### src/rtl/evts_pkg.sv
package evts_pkg;
  localparam int TYPE_W = 3;
  localparam int NUM_EV = 5;
  typedef enum logic [TYPE_W-1:0] {
    EV_TRIG     = 3'd0,
    EV_ACQ_ON   = 3'd1,
    EV_ACQ_OFF  = 3'd2,
    EV_BUSY_UP  = 3'd3,
    EV_BUSY_DN  = 3'd4
  } ev_kind_e;
endpackage

### src/rtl/evts_sync2.sv
module evts_sync2 #(
  parameter int W = 2
) (
  input  logic         clk,
  input  logic         rst,
  input  logic [W-1:0] din,
  output logic [W-1:0] lvl,
  output logic [W-1:0] lvl_d
);
  for (genvar g = 0; g < W; g++) begin : g_bit
    logic meta_q, sync_q, prev_q;
    always_ff @(posedge clk) begin
      if (rst) begin
        meta_q <= 1'b0;
        sync_q <= 1'b0;
        prev_q <= 1'b0;
      end else begin
        meta_q <= din[g];
        sync_q <= meta_q;
        prev_q <= sync_q;
      end
    end
    assign lvl[g]   = sync_q;
    assign lvl_d[g] = prev_q;
  end
endmodule

### src/rtl/evts_pick.sv
module evts_pick
  import evts_pkg::*;
#(
  parameter int N = NUM_EV
) (
  input  logic [N-1:0]      req,
  output logic              any,
  output logic              multi,
  output logic [TYPE_W-1:0] idx
);
  always_comb begin
    idx = '0;
    for (int i = N - 1; i >= 0; i--) begin
      if (req[i]) idx = TYPE_W'(i);
    end
  end
  assign any   = |req;
  assign multi = ($countones(req) > 1);
endmodule

### src/rtl/evts_fifo.sv
module evts_fifo #(
  parameter int DW    = 83,
  parameter int DEPTH = 8
) (
  input  logic          clk,
  input  logic          rst,
  input  logic          flush,
  input  logic          wr_req,
  input  logic [DW-1:0] wr_data,
  output logic          full,
  output logic          valid,
  input  logic          rd_ready,
  output logic [DW-1:0] rd_data
);
  localparam int AW = (DEPTH > 1) ? $clog2(DEPTH) : 1;
  localparam int CW = $clog2(DEPTH + 1);

  logic [DW-1:0] mem [DEPTH];
  logic [AW-1:0] wr_ptr, rd_ptr;
  logic [CW-1:0] cnt;
  logic          push, pop;

  assign full  = (cnt == CW'(DEPTH));
  assign valid = (cnt != '0);
  assign push  = wr_req && !full && !flush;
  assign pop   = valid && rd_ready && !flush;

  function automatic logic [AW-1:0] nxt(input logic [AW-1:0] p);
    return (p == AW'(DEPTH - 1)) ? '0 : p + 1'b1;
  endfunction

  always_ff @(posedge clk) begin
    if (push) mem[wr_ptr] <= wr_data;
  end

  always_ff @(posedge clk) begin
    if (rst || flush) begin
      wr_ptr <= '0;
      rd_ptr <= '0;
      cnt    <= '0;
    end else begin
      if (push) wr_ptr <= nxt(wr_ptr);
      if (pop)  rd_ptr <= nxt(rd_ptr);
      cnt <= cnt + CW'(push) - CW'(pop);
    end
  end

  assign rd_data = mem[rd_ptr];

  AST_FIFO_BOUND: assert property (@(posedge clk) disable iff (rst)
    cnt <= CW'(DEPTH));
  AST_STALL_HOLD: assert property (@(posedge clk) disable iff (rst)
    (valid && !rd_ready && !flush) |=> (valid && $stable(rd_data)));
endmodule

### src/rtl/evts_stamp_unit.sv
module evts_stamp_unit
  import evts_pkg::*;
#(
  parameter int              TIME_W    = 48,
  parameter int              CNT_W     = 32,
  parameter int              DEPTH     = 8,
  parameter int              CMD_W     = 16,
  parameter logic [CMD_W-1:0] CMD_START = 16'hE311,
  parameter logic [CMD_W-1:0] CMD_STOP  = 16'hE313
) (
  input  logic              clk,
  input  logic              rst,
  input  logic              stamp_en,
  input  logic              flush,
  input  logic              trig_in,
  input  logic              busy_in,
  input  logic              cmd_valid,
  input  logic [CMD_W-1:0]  cmd_word,
  input  logic              ro_pulse,
  output logic              out_valid,
  input  logic              out_ready,
  output logic [TYPE_W-1:0] out_type,
  output logic [TIME_W-1:0] out_time,
  output logic [CNT_W-1:0]  out_count,
  output logic [CNT_W-1:0]  trig_count,
  output logic [CNT_W-1:0]  ro_count,
  output logic              overflow
);
  localparam int REC_W = TYPE_W + TIME_W + CNT_W;

  logic [TIME_W-1:0] now_q;
  logic [CNT_W-1:0]  trig_cnt_q, ro_cnt_q;
  logic              ovf_q;
  logic [1:0]        lvl, lvl_d;
  logic              trig_rise, busy_rise, busy_fall, cmd_on, cmd_off;
  logic [NUM_EV-1:0] req;
  logic              ev_any, ev_multi, fifo_full, wr_req;
  logic [TYPE_W-1:0] ev_idx;
  logic [CNT_W-1:0]  cnt_field;
  logic [REC_W-1:0]  rec_in, rec_out;

  // time base
  always_ff @(posedge clk) begin
    if (rst) now_q <= '0;
    else     now_q <= now_q + 1'b1;
  end

  evts_sync2 #(.W(2)) u_sync (
    .clk   (clk),
    .rst   (rst),
    .din   ({busy_in, trig_in}),
    .lvl   (lvl),
    .lvl_d (lvl_d)
  );

  assign trig_rise = lvl[0] & ~lvl_d[0];
  assign busy_rise = lvl[1] & ~lvl_d[1];
  assign busy_fall = ~lvl[1] & lvl_d[1];
  assign cmd_on    = cmd_valid && (cmd_word == CMD_START);
  assign cmd_off   = cmd_valid && (cmd_word == CMD_STOP);

  always_comb begin
    req = '0;
    req[EV_TRIG]    = trig_rise;
    req[EV_ACQ_ON]  = cmd_on;
    req[EV_ACQ_OFF] = cmd_off;
    req[EV_BUSY_UP] = busy_rise;
    req[EV_BUSY_DN] = busy_fall;
  end

  evts_pick #(.N(NUM_EV)) u_pick (
    .req   (req),
    .any   (ev_any),
    .multi (ev_multi),
    .idx   (ev_idx)
  );

  // counters
  always_ff @(posedge clk) begin
    if (rst) begin
      trig_cnt_q <= '0;
      ro_cnt_q   <= '0;
    end else begin
      if (trig_rise) trig_cnt_q <= trig_cnt_q + 1'b1;
      if (ro_pulse)  ro_cnt_q   <= ro_cnt_q + 1'b1;
    end
  end

  assign cnt_field = (ev_idx == EV_TRIG) ? trig_cnt_q + 1'b1 : '0;
  assign rec_in    = {ev_idx, now_q, cnt_field};
  assign wr_req    = stamp_en && ev_any;

  evts_fifo #(.DW(REC_W), .DEPTH(DEPTH)) u_fifo (
    .clk      (clk),
    .rst      (rst),
    .flush    (flush),
    .wr_req   (wr_req),
    .wr_data  (rec_in),
    .full     (fifo_full),
    .valid    (out_valid),
    .rd_ready (out_ready),
    .rd_data  (rec_out)
  );

  // sticky lost-event flag
  always_ff @(posedge clk) begin
    if (rst || flush)                      ovf_q <= 1'b0;
    else if (wr_req && (fifo_full || ev_multi)) ovf_q <= 1'b1;
  end

  assign out_type   = rec_out[REC_W-1 -: TYPE_W];
  assign out_time   = rec_out[CNT_W +: TIME_W];
  assign out_count  = rec_out[CNT_W-1:0];
  assign trig_count = trig_cnt_q;
  assign ro_count   = ro_cnt_q;
  assign overflow   = ovf_q;

  AST_TIME_STEP: assert property (@(posedge clk) disable iff (rst)
    !$past(rst) |-> (now_q == TIME_W'($past(now_q) + 1'b1)));
  AST_TRIG_STEP: assert property (@(posedge clk) disable iff (rst)
    !$past(rst) |-> ((trig_count == $past(trig_count)) ||
                     (trig_count == CNT_W'($past(trig_count) + 1'b1))));
  AST_DISABLED_QUIET: assert property (@(posedge clk) disable iff (rst)
    (!stamp_en && !out_valid) |=> !out_valid);
  AST_FLUSH_EMPTIES: assert property (@(posedge clk) disable iff (rst)
    flush |=> (!out_valid && !overflow));
  AST_OVF_STICKY: assert property (@(posedge clk) disable iff (rst)
    (overflow && !flush) |=> overflow);
endmodule

### config.mk
export PLATFORM = sky130hd
export DESIGN_NAME = evts_stamp_unit
export DESIGN_NICKNAME = d
export VERILOG_FILES = /design/src/rtl/evts_pkg.sv /design/src/rtl/evts_sync2.sv /design/src/rtl/evts_pick.sv /design/src/rtl/evts_fifo.sv /design/src/rtl/evts_stamp_unit.sv
export SDC_FILE = /design/constraint.sdc
export NUM_CORES = 1
export LEC_CHECK = 0
export ABC_AREA = 1
export BUFFER_PORTS_ARGS = -buffer_cell sky130_fd_sc_hd__buf_4
export CAP_MARGIN = 5
export CORE_MARGIN = 1
export CORE_UTILIZATION = 37
export DETAILED_ROUTE_END_ITERATION = 10
export PLACE_DENSITY_LB_ADDON = 0.1
export SLEW_MARGIN = 5
export SYNTH_ARGS = -nofsm -noshare
export SYNTH_HDL_FRONTEND = slang
export SYNTH_HIERARCHICAL = 1
export SYNTH_SLANG_ARGS = --single-unit
### constraint.sdc
create_clock -name clk -period 11.8 [get_ports clk]
set_input_delay 1.77 -clock clk [delete_from_list [all_inputs] [get_ports clk]]
set_output_delay 1.77 -clock clk [all_outputs]
set_load 0.05 [all_outputs]
==> flow_summary_export.csv <==
group,metric,value,unit
setup_path,ff2ff_setup_slack,7.68,ns
synth,synth.largest_area_cell,"edfxtp_1",
synth,avgSynthCellArea,8.906,sq um
timing,clock_skew,0.02540,ns
synth,synthArstFlopShare,0,%
clock_tree,cts_tree,"done",
detailed_routing,drtIter0Drc,1526,
floorplan,dieArea,0.1004,sq mm
placed_design,dp_hpwl,57470,um
detailed_routing,wl_per_cell,17.48,um
synth,synth_top_area_share,54.38,%
global_route,antenna_found_initial,1,
status,status,"completed",
timing,period_minus_slack,5.938,ns
floorplan,row_count,115,
detailed_routing,vias,25820,
clock_tree,cts_hold_buf,0,
synth,synth_fp_nets,4159,
synth,synth_area,0.03667,sq mm
global_route,grt_pass1_vias,24430,
clock_tree,htreeDepth,3,
global_route,grt-ovfl-total,0,
timing,finalSetupTns,0,ns
floorplan,die_w,316.8,um
detailed_routing,viasPerCell,4.595,
synth,syn_inst,4117,
detailed_routing,drc,0,
pwr,p_int,4.699,mW
detailed_routing,ant_nets,0,
synth,ys_types,41,
clock_tree,clk_latency,0.66,ns
floorplan,core_region_area,0.09828,sq mm
global_route,grt_usage,19.70,%
hold_path,whs_path_depth,2,
placed_design,port_buffers,173,
clock_tree,clk_pin_slew,0.05,ns
timing,finalSetupViolations,0,
pwr,p_leak,18.45,nW
synth,ys_warn_count,6,
floorplan,initial_core_util,37.31,%
global_route,grt_max_degree,198,
pwr,swShare,22.19,%
setup_path,rr_endpoint,"u_fifo/mem[3][50]$_DFFE_PP_",
timing,hold_violations,0,
pwr,p_switching,1.340,mW
cells_and_area,nets,4299,
cells_and_area,instances_no_fill,5619,
detailed_routing,routed_wl,98220,um
clock_tree,clkSinkCount,796,
pwr,p_clk_share,45.0,%
clock_tree,cts_made_buffers,91,
pwr,p_per_area,144.1,mW/mm^2
timing,slew_viol_final,0,
setup_path,crit_type,"reg -> out",
cells_and_area,syn_to_final_growth,14.32,%
hold_path,hold_end,"u_sync/g_bit[0].sync_q$_SDFF_PP0_",
pwr,peakVddDrop,0.09843,mV
pwr,combPwrFrac,4.4,%
floorplan,ios,174,
synth,synth_seq_cells,796,
timing,whs,0.4036,ns
clock_tree,cts_resized,0,
setup_path,end_kind,"output port",
pwr,p_seq_share,50.6,%
clock_tree,root_buffer,"clkbuf_16",
job,max-cap-violations,0,
placed_design,dp_cells,5451,
setup_path,r2r-start,"u_sync/g_bit[0].sync_q$_SDFF_PP0_",
setup_path,crit_required,10.03,ns
synth,ys_seq_area_share,61.59,%
timing,tightest_slew,1.161,ns
hold_path,min_from,"u_sync/g_bit[0].meta_q$_SDFF_PP0_",
timing,rsz0062_at_grt,"false",
global_route,grt_pass1_wl,149600,um
hold_path,holdCritPathClass,"reg -> reg",
timing,fmax,0.1684,GHz
setup_path,cp_max_fo,69,
setup_path,worst-endpoint-arrival,4.17,ns
timing,min_period_over_period,50.32,%
placed_design,gp_congestion,0.8372,
synth,synth-main-ff-cell,"edfxtp_1",
timing,slew-limit-headroom,22.59,%
setup_path,r2r_cells,14,
cells_and_area,drive_gt1_share,8.843,%
synth,netlist_top_cells_area,"edfxtp_1 54%, nand2_1 14%, inv_1 8.6%",
synth,synth_edf_count,664,
floorplan,die_h,316.8,um
clock_tree,ctsLongestPathBuffers,3,
detailed_routing,first_pass_iters,5,
setup_path,cp-start-kind,"flop",
clock_tree,cts_setup_buffers,0,
how the worst max path moves through the flow:
stage           startpoint                    endpoint  depth (start not counted)  slack [ns]
2_1_floorplan  cmd_word[7]  u_fifo/mem[6][0]$_DFFE_PP_                         13        2.28
3_5_place_dp   cmd_word[7]  u_fifo/mem[3][6]$_DFFE_PP_                         15        5.96
5_1_grt               flop                 out_type[1]                          8        5.67
3_3_place_gp   cmd_word[7]  u_fifo/mem[3][6]$_DFFE_PP_                         15        5.96
6_report              flop                 out_type[1]                          8        5.86
4_1_cts               flop                 out_type[1]                          8        5.76
logic make-up (layout without fill, tap and decap cells):
| kind of cell | after synthesis | after routing | share of synthesized area (%) |
|---|---|---|---|
| and+or+nand+nor | 2141 | 2141 | 24.27 |
| AOI/OAI and AO/OA | 129 | 129 | 1.849 |
| other | 0 | 1 | 0 |
| adders and majority gates | 17 | 17 | 0.6211 |
| xor gates and xnor gates | 30 | 30 | 0.7166 |
| buffers and inverters | 1004 | 1218 | 10.96 |
| DFF | 796 | 796 | 61.59 |
state kept, by name, summed over array words and instances, names as in the netlist, named ones only:
signal               count
u_sync/g_bit.meta_q      2
u_fifo/wr_ptr            3
u_fifo/cnt               4
u_sync/g_bit.sync_q      2
ro_count                32
u_fifo/mem             664
overflow                 1
u_sync/g_bit.prev_q      2
u_fifo/rd_ptr            3
trig_count              32
now_q                   48
power groups by stage:
stage | sequential, mW | combinational (mW) | clock [mW]
floorplan | 3.13 | 0.157 | 0
global placement | 3.11 | 0.268 | 0
detailed placement | 3.11 | 0.268 | 0
CTS | 3.05 | 0.269 | 2.81
global route | 3.06 | 0.289 | 2.91
finish | 3.05 | 0.265 | 2.72
critical path: stages (launching register included):
cell,delay [ns]
dfxtp_4,0.60
inv_6,0.65
buf_4,0.75
buf_4,0.65
nand3_1,0.15
nand2_1,0.09
nand2_1,0.05
nand2_1,0.24
buf_4,0.26
routing by layer:
layer | vias to the layer above | part of all wire [%] | global-route usage, %
li1 | 13120 | - | -
met1 | 12170 | 48 | 28.02
met2 | 416 | 46 | 31.66
met3 | 114 | 3.9 | 2.596
met4 | 0 | 1.8 | 5.103
met5 | - | 0 | 0
layout by cell type (no fill, tap or decap), drive strengths merged:
master,Yosys,final
nand2,1390,1390
inv,846,850
edfxtp,664,664
nand3,408,408
nor2,264,264
buf,115,204
dfxtp,132,132
clkbuf,42,132
a21oi,84,84
o21ai,30,30
nor3,27,27
nand4,26,26
clkinv,1,26
xor2,25,25
ha,15,15
nand3b,8,8
or2,8,8
xnor2,5,5
bufinv,0,5
o211ai,4,4
a31oi,4,4
o21a,3,3
and2,3,3
o21bai,3,3
and3,2,2
nor3b,2,2
fa,2,2
diode,0,1
or3,1,1
nor2b,1,1
nor4b,1,1
a21o,1,1
clkinvlp,0,1
cells in the mapped netlist (4+ instances only):
cell and n:
a21oi_1 84, a31oi_1 4, buf_1 5, buf_2 71, buf_4 36, clkbuf_1 42, dfxtp_1 132, edfxtp_1 664
ha_1 15, inv_1 842, nand2_1 1381, nand2_2 9, nand3_1 407, nand3b_1 8, nand4_1 26, nor2_1 236
nor2_2 15, nor2_4 13, nor3_1 25, o211ai_1 4, o21ai_0 30, or2_0 7, xnor2_1 5, xor2_1 25
area by class of cell:
type	count	area [sq um]
repair buffers	204	1544
clock buffers	132	2532
flip-flops and latches	796	22590
inverters	847	3203
clock inverters	35	322.8
well taps	1287	1610
fillers	9790	56360
diodes	1	2.502
multi-input cells	2317	10110
through the flow:
step,utilization (%),power [mW],setup WS [ns],cell area (sq um)
after floorplan,-,3.284,2.282,36670
after global routing,42.65,6.256,5.667,41920
final,42.65,6.039,5.862,41920
after detailed placement,39.75,3.382,5.962,39060
after global placement,39.75,3.382,5.961,39060
after CTS,42.65,6.130,5.756,41920
Note: power is estimated with default switching activity, not from simulation.
